--- config.mk ---
export PLATFORM = sky130hd
export DESIGN_NAME = pulse_tally_top
export DESIGN_NICKNAME = d
export VERILOG_FILES = /design/src/rtl/pulse_tally_pkg.sv /design/src/rtl/pt_pulse_sync.sv /design/src/rtl/pt_window.sv /design/src/rtl/pt_report_fmt.sv /design/src/rtl/pt_uart_tx.sv /design/src/rtl/pulse_tally_top.sv
export SDC_FILE = /design/constraint.sdc
export NUM_CORES = 1
export LEC_CHECK = 0
export BUFFER_PORTS_ARGS = -buffer_cell sky130_fd_sc_hd__buf_2
export CAP_MARGIN = 40
export CORE_ASPECT_RATIO = 1.75
export CORE_MARGIN = 2
export CORE_UTILIZATION = 55
export CTS_BUF_LIST = sky130_fd_sc_hd__clkbuf_16
export CTS_CLUSTER_DIAMETER = 100
export DETAILED_ROUTE_END_ITERATION = 10
export PLACE_DENSITY_LB_ADDON = 0.15
export SLEW_MARGIN = 20
export SYNTH_ARGS = -nofsm -noshare
export SYNTH_HDL_FRONTEND = slang
export SYNTH_SLANG_ARGS = --single-unit
--- constraint.sdc ---
create_clock -name clk -period 5.92 [get_ports clk]
set_input_delay 0.296 -clock clk [delete_from_list [all_inputs] [get_ports clk]]
set_output_delay 0.296 -clock clk [all_outputs]
set_load 0.05 [all_outputs]
--- src/rtl/pulse_tally_pkg.sv ---
package pulse_tally_pkg;

  typedef enum logic [1:0] {
    FMT_IDLE,
    FMT_CALC,
    FMT_SEND,
    FMT_NEXT
  } fmt_state_t;

  localparam logic [7:0] CH_ZERO  = 8'h30;
  localparam logic [7:0] CH_SPACE = 8'h20;
  localparam logic [7:0] CH_CR    = 8'h0D;
  localparam logic [7:0] CH_LF    = 8'h0A;

  // Decimal digits needed to print the largest value of a given bit width.
  function automatic int dec_digits(input int width);
    logic [63:0] v;
    int n;
    v = (64'd1 << width) - 64'd1;
    n = 0;
    for (int i = 0; i < 20; i++) begin
      if (v != 64'd0) begin
        v = v / 64'd10;
        n++;
      end
    end
    if (n == 0) n = 1;
    return n;
  endfunction

  function automatic logic [63:0] pow10(input int k);
    logic [63:0] r;
    r = 64'd1;
    for (int i = 0; i < 20; i++) begin
      if (i < k) r = r * 64'd10;
    end
    return r;
  endfunction

endpackage

--- src/rtl/pt_pulse_sync.sv ---
module pt_pulse_sync #(
  parameter int STAGES = 2
) (
  input  logic clk,
  input  logic rst,
  input  logic async_in,
  output logic rise
);

  // STAGES synchronizer flops plus one history flop for edge detection
  logic [STAGES:0] sh_q;

  always_ff @(posedge clk) begin
    if (rst) sh_q <= '0;
    else     sh_q <= {sh_q[STAGES-1:0], async_in};
  end

  assign rise = sh_q[STAGES-1] & ~sh_q[STAGES];

endmodule

--- src/rtl/pt_window.sv ---
module pt_window #(
  parameter int CNT_W = 32,
  parameter int SEQ_W = 16,
  parameter int WIN_W = 36,
  parameter logic [WIN_W-1:0] WIN_RESET = 1000
) (
  input  logic             clk,
  input  logic             rst,
  input  logic             rise,
  input  logic             cfg_we,
  input  logic [WIN_W-1:0] cfg_len,
  input  logic             take,
  output logic [CNT_W-1:0] res_cnt,
  output logic [SEQ_W-1:0] res_seq,
  output logic             res_valid,
  output logic             win_end,
  output logic             overrun
);

  logic [WIN_W-1:0] len_q;   // length for the next window
  logic [WIN_W-1:0] act_q;   // length of the running window
  logic [WIN_W-1:0] tmr_q;
  logic [CNT_W-1:0] cnt_q;
  logic [SEQ_W-1:0] seq_q;

  assign win_end = (act_q <= WIN_W'(1)) || (tmr_q == act_q - 1'b1);

  always_ff @(posedge clk) begin
    if (rst) begin
      len_q     <= WIN_RESET;
      act_q     <= WIN_RESET;
      tmr_q     <= '0;
      cnt_q     <= '0;
      seq_q     <= '0;
      res_cnt   <= '0;
      res_seq   <= '0;
      res_valid <= 1'b0;
      overrun   <= 1'b0;
    end else begin
      if (cfg_we) len_q <= cfg_len;
      if (win_end) begin
        tmr_q     <= '0;
        act_q     <= len_q;
        res_cnt   <= cnt_q;
        res_seq   <= seq_q;
        seq_q     <= seq_q + 1'b1;
        cnt_q     <= CNT_W'(rise);   // boundary edge belongs to the new window
        res_valid <= 1'b1;
        if (res_valid && !take) overrun <= 1'b1;
      end else begin
        tmr_q <= tmr_q + 1'b1;
        cnt_q <= cnt_q + CNT_W'(rise);
        if (take) res_valid <= 1'b0;
      end
    end
  end

endmodule

--- src/rtl/pt_report_fmt.sv ---
module pt_report_fmt
  import pulse_tally_pkg::*;
#(
  parameter int CNT_W = 32,
  parameter int SEQ_W = 16
) (
  input  logic             clk,
  input  logic             rst,
  input  logic [CNT_W-1:0] res_cnt,
  input  logic [SEQ_W-1:0] res_seq,
  input  logic             res_valid,
  input  logic             tx_ready,
  output logic             take,
  output logic             tx_start,
  output logic [7:0]       tx_char
);

  localparam int SEQ_DIG   = dec_digits(SEQ_W);
  localparam int CNT_DIG   = dec_digits(CNT_W);
  localparam int MAX_DIG   = (CNT_DIG > SEQ_DIG) ? CNT_DIG : SEQ_DIG;
  localparam int VAL_W     = (CNT_W > SEQ_W) ? CNT_W : SEQ_W;
  localparam int CNT_FIRST = SEQ_DIG + 1;
  localparam int CR_POS    = CNT_FIRST + CNT_DIG;
  localparam int LINE_LEN  = CR_POS + 2;
  localparam int IDX_W     = $clog2(LINE_LEN);
  localparam int PIDX_W    = $clog2(MAX_DIG);

  logic [VAL_W-1:0] p10 [MAX_DIG];

  for (genvar g = 0; g < MAX_DIG; g++) begin : g_pow
    assign p10[g] = VAL_W'(pow10(g));
  end

  fmt_state_t       st_q;
  logic [IDX_W-1:0] ci_q;
  logic [VAL_W-1:0] rem_q;
  logic [CNT_W-1:0] cnt_s_q;
  logic [3:0]       dig_q;

  logic              is_dig;
  logic [PIDX_W-1:0] pidx;
  logic [7:0]        fixed_ch;
  logic [VAL_W-1:0]  cur_pow;

  always_comb begin
    is_dig   = 1'b0;
    pidx     = '0;
    fixed_ch = CH_LF;
    if (ci_q < IDX_W'(SEQ_DIG)) begin
      is_dig = 1'b1;
      pidx   = PIDX_W'(SEQ_DIG - 1 - int'(ci_q));
    end else if (ci_q == IDX_W'(SEQ_DIG)) begin
      fixed_ch = CH_SPACE;
    end else if (ci_q < IDX_W'(CR_POS)) begin
      is_dig = 1'b1;
      pidx   = PIDX_W'(CR_POS - 1 - int'(ci_q));
    end else if (ci_q == IDX_W'(CR_POS)) begin
      fixed_ch = CH_CR;
    end
  end

  assign cur_pow  = p10[pidx];
  assign take     = (st_q == FMT_IDLE) && res_valid;
  assign tx_start = (st_q == FMT_SEND) && tx_ready;

  always_ff @(posedge clk) begin
    if (rst) begin
      st_q    <= FMT_IDLE;
      ci_q    <= '0;
      rem_q   <= '0;
      cnt_s_q <= '0;
      dig_q   <= '0;
      tx_char <= CH_SPACE;
    end else begin
      case (st_q)
        FMT_IDLE: if (res_valid) begin
          rem_q   <= VAL_W'(res_seq);
          cnt_s_q <= res_cnt;
          ci_q    <= '0;
          dig_q   <= '0;
          st_q    <= FMT_CALC;
        end
        FMT_CALC: begin
          if (is_dig && rem_q >= cur_pow) begin
            rem_q <= rem_q - cur_pow;
            dig_q <= dig_q + 1'b1;
          end else begin
            tx_char <= is_dig ? (CH_ZERO + {4'b0, dig_q}) : fixed_ch;
            st_q    <= FMT_SEND;
          end
        end
        FMT_SEND: if (tx_ready) st_q <= FMT_NEXT;
        FMT_NEXT: begin
          dig_q <= '0;
          if (ci_q == IDX_W'(LINE_LEN - 1)) begin
            st_q <= FMT_IDLE;
          end else begin
            if (ci_q == IDX_W'(SEQ_DIG)) rem_q <= VAL_W'(cnt_s_q);
            ci_q <= ci_q + 1'b1;
            st_q <= FMT_CALC;
          end
        end
        default: st_q <= FMT_IDLE;
      endcase
    end
  end

endmodule

--- src/rtl/pt_uart_tx.sv ---
module pt_uart_tx #(
  parameter int BAUD_DIV = 1085
) (
  input  logic       clk,
  input  logic       rst,
  input  logic       start,
  input  logic [7:0] data,
  output logic       ready,
  output logic       tx
);

  localparam int DIV_W = (BAUD_DIV > 1) ? $clog2(BAUD_DIV) : 1;

  logic             busy_q;
  logic [DIV_W-1:0] div_q;
  logic [3:0]       nbit_q;
  logic [8:0]       sh_q;     // data bits then stop bit

  assign ready = ~busy_q;

  always_ff @(posedge clk) begin
    if (rst) begin
      busy_q <= 1'b0;
      div_q  <= '0;
      nbit_q <= '0;
      sh_q   <= '1;
      tx     <= 1'b1;
    end else if (!busy_q) begin
      if (start) begin
        busy_q <= 1'b1;
        div_q  <= '0;
        nbit_q <= '0;
        sh_q   <= {1'b1, data};
        tx     <= 1'b0;
      end
    end else if (div_q == DIV_W'(BAUD_DIV - 1)) begin
      div_q <= '0;
      if (nbit_q == 4'd9) begin
        busy_q <= 1'b0;
      end else begin
        tx     <= sh_q[0];
        sh_q   <= {1'b1, sh_q[8:1]};
        nbit_q <= nbit_q + 1'b1;
      end
    end else begin
      div_q <= div_q + 1'b1;
    end
  end

endmodule

--- src/rtl/pulse_tally_top.sv ---
module pulse_tally_top #(
  parameter int CNT_W    = 32,
  parameter int SEQ_W    = 16,
  parameter int WIN_W    = 36,
  parameter int CLK_HZ   = 125000000,
  parameter int BAUD_DIV = CLK_HZ / 115200,
  parameter logic [WIN_W-1:0] WIN_RESET = WIN_W'(64'd60 * 64'(CLK_HZ))
) (
  input  logic             clk,
  input  logic             rst,
  input  logic             pulse_in,
  input  logic             cfg_we,
  input  logic [WIN_W-1:0] cfg_len,
  output logic             tx,
  output logic             overrun
);

  logic             rise_w;
  logic             win_end_w;
  logic             res_valid_w;
  logic             take_w;
  logic             tx_start_w;
  logic             tx_ready_w;
  logic [7:0]       tx_char_w;
  logic [CNT_W-1:0] res_cnt_w;
  logic [SEQ_W-1:0] res_seq_w;

  pt_pulse_sync #(.STAGES(2)) u_sync (
    .clk      (clk),
    .rst      (rst),
    .async_in (pulse_in),
    .rise     (rise_w)
  );

  pt_window #(
    .CNT_W     (CNT_W),
    .SEQ_W     (SEQ_W),
    .WIN_W     (WIN_W),
    .WIN_RESET (WIN_RESET)
  ) u_win (
    .clk       (clk),
    .rst       (rst),
    .rise      (rise_w),
    .cfg_we    (cfg_we),
    .cfg_len   (cfg_len),
    .take      (take_w),
    .res_cnt   (res_cnt_w),
    .res_seq   (res_seq_w),
    .res_valid (res_valid_w),
    .win_end   (win_end_w),
    .overrun   (overrun)
  );

  pt_report_fmt #(
    .CNT_W (CNT_W),
    .SEQ_W (SEQ_W)
  ) u_fmt (
    .clk       (clk),
    .rst       (rst),
    .res_cnt   (res_cnt_w),
    .res_seq   (res_seq_w),
    .res_valid (res_valid_w),
    .tx_ready  (tx_ready_w),
    .take      (take_w),
    .tx_start  (tx_start_w),
    .tx_char   (tx_char_w)
  );

  pt_uart_tx #(.BAUD_DIV(BAUD_DIV)) u_uart (
    .clk   (clk),
    .rst   (rst),
    .start (tx_start_w),
    .data  (tx_char_w),
    .ready (tx_ready_w),
    .tx    (tx)
  );

endmodule

==> results of run 1 <==
-- power groups by stage --
stage          Clock [uW]  Combinational [uW]  Sequential [uW]
3_3_place_gp            0                 788             2260
3_5_place_dp            0                 793             2260
2_1_floorplan           0                 615             2240
6_report             1800                 835             2210
4_1_cts              1850                 822             2210
5_1_grt              1930                 917             2210
-- cells in the final DEF, fill, tap and decap left out, types with 20 or more instances in the layout --
| cell | count |
|---|---|
| xnor2_1 | 69 |
| nor2_1 | 313 |
| a211o_1 | 38 |
| a311oi_1 | 20 |
| o21ai_0 | 46 |
| and3_1 | 32 |
| xor2_1 | 79 |
| clkbuf_16 | 29 |
| nor2b_1 | 31 |
| buf_2 | 40 |
| nand3_1 | 48 |
| nand4_1 | 25 |
| mux2i_1 | 102 |
| nor3_1 | 37 |
| ha_1 | 53 |
| a21oi_1 | 101 |
| dfxtp_1 | 315 |
| inv_1 | 59 |
| nand2b_1 | 21 |
| dlygate4sd3_1 | 37 |
| nand2_1 | 191 |
-- state kept, by name (all words and copies together) (netlist names), 2 cells and up --
| signal | count |
|---|---|
| u_win.res_seq | 16 |
| u_win.tmr_q | 36 |
| u_win.res_cnt | 32 |
| u_fmt.tx_char | 6 |
| u_win.cnt_q | 32 |
| u_fmt.dig_q | 4 |
| u_fmt.ci_q | 5 |
| u_uart.nbit_q | 4 |
| u_fmt.st_q | 2 |
| u_uart.sh_q | 8 |
| u_fmt.cnt_s_q | 32 |
| u_win.seq_q | 16 |
| u_sync.sh_q | 3 |
| u_fmt.rem_q | 32 |
| u_uart.div_q | 11 |
| u_win.act_q | 36 |
| u_win.len_q | 36 |
-- logic make-up (layout without fill, tap and decap cells) --
family / count (synthesis) / count (layout)
compound gates: 344 / 344
simple gates: 785 / 785
xor+xnor: 148 / 148
buf+inv: 155 / 206
mux: 109 / 109
fa+ha+maj: 54 / 54
flops: 315 / 315
-- final cells by class --
cell class / count / share of cell area (%)
clock inverter: 24 / 1.004
inverter: 53 / 1.116
sequential: 315 / 35.38
timing repair buffer: 100 / 4.612
clock buffer: 29 / 4.072
multi-input combinational: 1440 / 51.16
tap: 378 / 2.654
-- per-stage QoR --
| stage | utilization, % | hold WS (ps) |
|---|---|---|
| CTS | 62.09 | 283.4 |
| finish | 62.26 | 286.2 |
| floorplan | - | 413.8 |
| global route | 62.26 | 309.3 |
| detailed placement | 57.63 | 433.3 |
| global placement | 57.51 | 432.6 |
-- timing repair --
item | 4_1_cts | 5_1_grt
gates resized for setup | 0 | 2
hold buffers | 37 | 0
endpoints found under the hold margin | 37 | 0
endpoints found under the setup margin | 0 | 2
-- metal layers --
| metal | track usage [%] | vias up | share of wire [%] |
|---|---|---|---|
| li1 | - | 6736 | - |
| met1 | 26.59 | 6437 | 37 |
| met2 | 52.23 | 286 | 54 |
| met3 | 2.579 | 121 | 2.8 |
| met4 | 14.42 | 0 | 5.7 |
| met5 | 0 | - | 0 |
-- worst paths after layout --
kind,startpoint,depth (start not counted),to,slack [ps]
min reg2reg,u_sync.sh_q[0],1,u_sync.sh_q[1],440
max reg2reg,u_fmt.ci_q[0],22,u_fmt.rem_q[12],550
max,u_fmt.ci_q[0],22,u_fmt.rem_q[12],550
min,rst,2,u_win.len_q[5],290
==> results.cfg, run 1 <==
[worst_setup_path]
path_class = flop to flop
slowest_stage = dfxtp_1
max_stage_delay_ps = 490
critPathLaunchType = flop
crit_path_end_kind = flop
critPathMaxFanout = 18
cp_top_family = compound AO/OA/AOI/OAI gates
crit_arrival_ps = 5830
required_ps = 6380
cp_cell_sequence = ha_1 -> nand2b_1 -> nor2_1 -> nor3_1 -> buf_4 -> inv_1 -> ha_1 -> and2_1 -> ha_1 -> inv_1 -> fa_1 -> a21o_1 -> a221oi_1 -> a211o_1 -> o211ai_1 -> a311oi_1 -> o41ai_2 -> buf_4 -> nand3_1 -> buf_4 -> a221oi_1 -> a211oi_1
path_buf_inv = 5

[yosys]
synth_cell_type_count = 73
netlist_instances = 1910
yosysTopAreaCell = dfxtp_1
ys.warnings.count = 0
synth_compound_area_share_pct = 14.62
synthAdderAreaFrac_pct = 4.261
synth_common_cells = dfxtp_1 (315), nor2_1 (313), nand2_1 (191), mux2i_1 (102), a21oi_1 (101)
seq_area_frac_synth_pct = 39.33
syn_area_um2 = 16030
synth_mux_area_share_pct = 6.860
synth_top_family_by_area = simple AND/OR/NAND/NOR gates
synthSimpleGateAreaFrac_pct = 22.81
syn_area_per_cell_um2 = 8.394
synth-edff-count = 0
yosys_most_used_dff = dfxtp_1
synth_xor_area_share_pct = 8.085
yosys-top-cells-area = dfxtp_1 (39%), nor2_1 (7.3%), mux2i_1 (6.4%)
ys_seq_elements = 315
yosysMostFrequentCell = dfxtp_1
synth_nets = 2004
synth.top_cell.area_share_pct = 39.33
async_flop_share_pct = 0

[floorplan]
die_w_um = 133.1
core_region_area_um2 = 28630
die-area_um2 = 30590
ioPinCount = 42
die_y_um = 229.9
start_util_pct = 56.01
core.rowCount = 82

[sta]
period_needed_ps = 5367
max-slew-margin-rel_pct = 44.89
setup_viol = 0
drv_slew = 0
rsz0062_at_grt = no
hold_violations = 0
max_freq_ghz = 0.1863
fin_setup_tns_ps = 0
tightest_slew_ps = 815.2
layout_setup_ws_ps = 552.5
fin_crit_sh_pct = 90.67
finClkSkew_ps = 22.86

[clock_network]
cts_max_level = 1
cts_setup_buffers = 0
clk_pin_slew_ps = 70
cts_num_sinks = 315
cts_buffers = 29
clk_latency_ps = 580
ctsLongestPathBuffers = 3
cts_tree = done
root_buffer = clkbuf_16

[route]
ant_nets = 0
drt_iter0_markers = 637
post_drt_wl_per_cell_um = 17.39
route.vias.total = 13580
drt-total-wl_um = 40670
remaining_drc_errors = 0
drt_pre_antenna_iters = 6
viasPerCell = 5.806

[global_routing]
grt_max_degree = 99
first_global_vias = 13480
antenna_found_initial = 0
grt_use_total_pct = 26.45
grt_overflow = 0
grt_pass1_wl_um = 66340

[placed_design]
post_dp_cell_area_um2 = 16500
place_worst_setup_slack_ps = 639.7
finalWeightedCongestion = 0.9883
dp_hpwl_um = 29050
numPlacedInstances = 2247
port_buffers = 41

[finish]
fillers = 2539
fin_nets = 2033
area_growth_pct = 11.16
n_antenna_cell = 0
drive_gt1_share_pct = 6.476
stdcell_count = 2339
multi_input_area_um2 = 9117
fin_area_um2 = 17820
final-seq-area_um2 = 6306

[status]
status = finished clean

[pwr]
combPwrFrac_pct = 17.2
power_uw = 4847
swShare_pct = 27.75
power_leakage_uw = 0.006589
p_clk_share_pct = 37.2
power_density_nw_per_um2 = 272.0
ir_worst_vdd_mv = 0.2418
switchingPower_uw = 1345
p_seq_share_pct = 45.6
intPower_uw = 3502

[worst_hold_path]
hold_class = primary input to flop

[flow_run]
cap_violations = 0
Power figures use the tool's default switching activity.
==> inputs of run 2 (changes only) <==
--- a/config.mk
+++ b/config.mk
@@ -9,7 +9,7 @@
 export CAP_MARGIN = 40
 export CORE_ASPECT_RATIO = 1.75
 export CORE_MARGIN = 2
-export CORE_UTILIZATION = 55
+export CORE_UTILIZATION = 45
 export CTS_BUF_LIST = sky130_fd_sc_hd__clkbuf_16
 export CTS_CLUSTER_DIAMETER = 100
 export DETAILED_ROUTE_END_ITERATION = 10
==> run 2 against run 1 <==
Sequential share of layout area down 0.20 points. Non-clock buffer count grew 1. Hold slack got worse by 20 ps. Count of clock-buffer cells in the layout increased by 1. Register-to-register slack better by 90 ps. Final area rose by 0.58%. Cell count grew 3.7%. Utilization down 11 points. Combinational power about the same. Largest cell class unchanged.
==> results.cfg, run 2 (synthesis gave the netlist of run 1 again) <==
[global_routing]
first_global_vias = 13320
grt_use_total_pct = 22.21
grt_overflow = 0
grt_max_degree = 101
grt_pass1_wl_um = 67410
antenna_found_initial = 0

[sta]
period_needed_ps = 5277
fin_setup_tns_ps = 0
rsz0062_at_grt = no
hold_violations = 0
tightest_slew_ps = 840.3
fin_crit_sh_pct = 89.14
finClkSkew_ps = 27.19
max-slew-margin-rel_pct = 43.46
drv_slew = 0
max_freq_ghz = 0.1895
setup_viol = 0

[route]
post_drt_wl_per_cell_um = 17.25
drt_pre_antenna_iters = 5
drt-total-wl_um = 41820
drt_iter0_markers = 508
remaining_drc_errors = 0
ant_nets = 0
route.vias.total = 13490
viasPerCell = 5.565

[worst_hold_path]
hp-start = cfg_we
hold_class = primary input to flop

[floorplan]
core_region_area_um2 = 35180
die_y_um = 253.7
die_w_um = 146.7
core.rowCount = 91
start_util_pct = 45.57
ioPinCount = 42
die-area_um2 = 37210

[status]
status = finished clean

[worst_setup_path]
critPathLaunchType = flop
required_ps = 6400
crit_arrival_ps = 5760
cp_cell_sequence = inv_1 -> ha_1 -> nor4_1 -> clkinv_1 -> nor2_1 -> a21oi_1 -> nor2b_1 -> ha_1 -> nand2_1 -> o21ai_0 -> nor4b_1 -> o31ai_1 -> a31oi_1 -> a21oi_1 -> o21bai_1 -> a211oi_1 -> or4_1 -> o211ai_1
critPathMaxFanout = 9
slowest_stage = nor4b_1
reg2reg_from = u_fmt.ci_q[1]
crit_path_end_kind = flop
path_class = flop to flop
max_stage_delay_ps = 690
crit_start = u_fmt.ci_q[1]

[finish]
area_growth_pct = 11.81
final_common_cell = dfxtp_1
fin_area_um2 = 17930
drive_gt1_share_pct = 6.531
final_util_pct = 50.95
reg.largest.list = u_win.act_q (36), u_win.len_q (36), u_win.tmr_q (36)
fin_nets = 2035
n_antenna_cell = 0
mostFrequentLayoutCells = dfxtp_1 (315), nor2_1 (313), nand2_1 (191)

[flow_run]
cap_violations = 0

[pwr]
ir_worst_vdd_mv = 0.2661
power_density_nw_per_um2 = 271.7
power_leakage_uw = 0.006574

[clock_network]
cts_max_level = 1
root_buffer = clkbuf_16
cts_buffers = 30
cts_tree = done
clk_latency_ps = 570
cts_resized = 0
cts_num_sinks = 315
ctsLongestPathBuffers = 3
clk_pin_slew_ps = 70
cts_setup_buffers = 0

[placed_design]
post_dp_cell_area_um2 = 16620
finalWeightedCongestion = 1.004
port_buffers = 41
dp_hpwl_um = 30850
[run 2: path summary, 6_finish.rpt]
| path | slack [ps] | end | cells after the start |
|---|---|---|---|
| worst max-delay path | 640 | u_fmt.rem_q[31] | 18 |
| worst min-delay path | 270 | u_win.len_q[34] | 3 |
| worst max register to register | 640 | u_fmt.rem_q[31] | 18 |
| worst min register to register | 450 | u_fmt.cnt_s_q[8] | 2 |
[run 2: through the flow]
step	hold slack, ps	setup WS [ps]	power [uW]	cells
after floorplan	413.8	1072	2857	1910
after global placement	439.3	437.2	3058	2332
after detailed placement	444.0	625.2	3064	2336
after CTS	232.5	600.6	4919	2424
after global routing	270.2	175.1	5087	2425
final	266.2	642.7	4870	2425
[run 2: timing repair]
item | in CTS | in global routing
hold endpoints to repair | 37 | 0
hold buffers | 37 | 0
setup endpoints to repair | 0 | 0
[run 2: layer usage]
layer  vias to the layer above  track usage, %  share of wire (%)
met4                         0           14.04                6.9
li1                       6736               -                  -
met3                       131           1.975                2.3
met2                       256           43.84                 54
met1                      6371           21.91                 37
met5                         -               0                  0
[run 2: final cells by class]
| class | instances | area (um2) |
|---|---|---|
| Clock buffer | 30 | 750.7 |
| Clock inverter | 21 | 161.4 |
| Fill cell | 3375 | 17260 |
| Inverter | 53 | 198.9 |
| Multi-Input combinational cell | 1440 | 9097 |
| Sequential cell | 315 | 6306 |
| Tap cell | 465 | 581.8 |
| Timing Repair Buffer | 101 | 829.5 |
[run 2: worst max-delay path, delay by kind of cell, from the launching register on]
family / cells / cell delay (ps)
and+or+nand+nor: 6 / 2300
AOI/OAI and AO/OA: 8 / 1300
adders and majority gates: 2 / 570
buffers and inverters: 2 / 550
DFF: 1 / 470
[run 2: power by group]
| part | internal [uW] | switching (uW) | total (uW) |
|---|---|---|---|
| Combinational | 348 | 487 | 835 |
| Clock | 1000 | 821 | 1820 |
| Sequential | 2170 | 38.0 | 2210 |
| Total | 3520 | 1350 | 4870 |
==> inputs of run 3 (changes only) <==
--- a/config.mk
+++ b/config.mk
@@ -5,6 +5,7 @@
 export SDC_FILE = /design/constraint.sdc
 export NUM_CORES = 1
 export LEC_CHECK = 0
+export ABC_CLOCK_PERIOD_IN_PS = 5920
 export BUFFER_PORTS_ARGS = -buffer_cell sky130_fd_sc_hd__buf_2
 export CAP_MARGIN = 40
 export CORE_ASPECT_RATIO = 1.75
@@ -13,6 +14,7 @@
 export CTS_BUF_LIST = sky130_fd_sc_hd__clkbuf_16
 export CTS_CLUSTER_DIAMETER = 100
 export DETAILED_ROUTE_END_ITERATION = 10
+export GPL_TIMING_DRIVEN = 0
 export PLACE_DENSITY_LB_ADDON = 0.15
 export SLEW_MARGIN = 20
 export SYNTH_ARGS = -nofsm -noshare
==> run 3 against run 2 <==
Wire length grew 14%. Sequential cell count did not move. Combinational power grew 5.5%. Hold slack worse by 240 ps. Global-route usage up 3.2 points. First-iteration DRC count rose by 17%. Critical path type unchanged. Largest cell class unchanged.
==> results.cfg, run 3 (synthesis gave the netlist of run 1 again) <==
[sta]
rsz0062_at_grt = no
fin_crit_sh_pct = 91.88
period_needed_ps = 5440
hold_violations = 0
drv_slew = 0
max-slew-margin-rel_pct = 45.27
layout_setup_ws_ps = 480.5
max_freq_ghz = 0.1838
fin_hold_ws_ps = 25.12
fin_setup_tns_ps = 0
setup_viol = 0
tightest_slew_ps = 820.9
finClkSkew_ps = 22.52

[floorplan]
die-area_um2 = 37210
ioPinCount = 42
die_w_um = 146.7
start_util_pct = 45.57
die_y_um = 253.7
core_region_area_um2 = 35180
core.rowCount = 91

[worst_setup_path]
required_ps = 6330
critPathMaxFanout = 10
crit_path_end_kind = flop
path_buf_inv = 4
critPathLaunchType = flop
crit_path_frequent_cell = ha_1
cp_cell_sequence = ha_1 -> nand2b_1 -> nor2_1 -> nor3_4 -> inv_1 -> ha_1 -> and2_1 -> ha_1 -> inv_1 -> fa_1 -> a21o_1 -> a221oi_2 -> a211o_1 -> o211ai_1 -> a311oi_2 -> o41ai_2 -> and3_1 -> clkbuf_2 -> clkbuf_2 -> nor2_1 -> nor3_1
path_class = flop to flop
max_stage_delay_ps = 580
cp_top_family = compound AO/OA/AOI/OAI gates
slowest_stage = a311oi_2
crit_arrival_ps = 5850

[global_routing]
grt_pass1_wl_um = 74430
first_global_vias = 14130
antenna_found_initial = 0
grt_overflow = 0
grt_use_total_pct = 25.41
grt_max_degree = 17

[clock_network]
root_buffer = clkbuf_16
cts_tree = done
cts_buffers = 29
cts_setup_buffers = 0
clk_latency_ps = 580
clk_pin_slew_ps = 70
cts_max_level = 1
cts_num_sinks = 315
ctsLongestPathBuffers = 3

[finish]
mostFrequentLayoutCells = dfxtp_1 (315), nor2_1 (312), nand2_1 (191)
reg.largest.list = u_win.act_q (36), u_win.len_q (36), u_win.tmr_q (36)
n_antenna_cell = 0
drive_gt1_share_pct = 7.132
area_growth_pct = 13.95
fin_nets = 2118
final_common_cell = dfxtp_1

[route]
drt-total-wl_um = 47670
remaining_drc_errors = 0
drt_pre_antenna_iters = 6
route.vias.total = 13980
ant_nets = 0
post_drt_wl_per_cell_um = 18.98
drt_iter0_markers = 595
viasPerCell = 5.566

[pwr]
power_uw = 5039
power_density_nw_per_um2 = 275.8
power_leakage_uw = 0.006686
ir_worst_vdd_mv = 0.2647

[placed_design]
port_buffers = 41
dp_hpwl_um = 37630
finalWeightedCongestion = 0.9179
place_worst_setup_slack_ps = -303.3

[worst_hold_path]
hold_class = primary input to flop

[flow_run]
cap_violations = 0

[status]
status = finished clean
run 3: power by group:
group	leakage (uW)	internal (uW)	switching [uW]
logic	0.00366	352	529
registers	0.00255	2170	36.1
clock network	0.000478	1080	870
run 3: worst register-to-register path: stages (launching register included):
cell and delay, ps:
dfxtp_1 500, ha_1 240, nand2b_1 110, nor2_1 420, nor3_4 140, inv_1 180, ha_1 230, and2_1 140
ha_1 160, inv_1 50, fa_1 400, a21o_1 210, a221oi_2 360, a211o_1 300, o211ai_1 160, a311oi_2 580
o41ai_2 190, and3_1 220, clkbuf_2 190, clkbuf_2 280, nor2_1 160, nor3_1 50
run 3: cell type report:
class	instances	area, um2
buffer	102	455.4
clock buffer	29	725.7
clock inverter	25	255.2
fill	3372	16910
inverter	53	202.7
multi-input combinational	1440	9130
sequential	315	6306
tap	465	581.8
timing repair buffer	83	613.1
run 3: worst paths after layout:
check	from	endpoint	slack [ps]	depth (start not counted)
setup / recovery	u_fmt.ci_q[0]	u_fmt.rem_q[17]	480	21
hold / removal	cfg_len[5]	u_win.len_q[5]	30	3
setup reg to reg	u_fmt.ci_q[0]	u_fmt.rem_q[17]	480	21
hold reg to reg	u_sync.sh_q[0]	u_sync.sh_q[1]	450	1
run 3: per-stage QoR:
step | util (%) | cells | area [um2]
6_report | 51.93 | 2512 | 18270
5_1_grt | 51.93 | 2512 | 18270
4_1_cts | 51.81 | 2511 | 18230
3_5_place_dp | 47.95 | 2421 | 16870
2_1_floorplan | - | 1910 | 16030
3_3_place_gp | 47.81 | 2416 | 16820
run 3: per-layer routing:
metal / up-vias / track usage [%] / wire length (um)
li1: 6913 / - / -
met1: 6624 / 23.26 / 16410
met2: 297 / 52.39 / 26750
met3: 149 / 1.831 / 1102
met4: 0 / 16.56 / 3400
met5: - / 0 / 0
run 3: repair_timing:
action / 4_1_cts / 5_1_grt
gates resized for setup: 4 / 16
hold endpoints to repair: 36 / 0
setup endpoints to repair: 31 / 32
hold buffers: 36 / 0
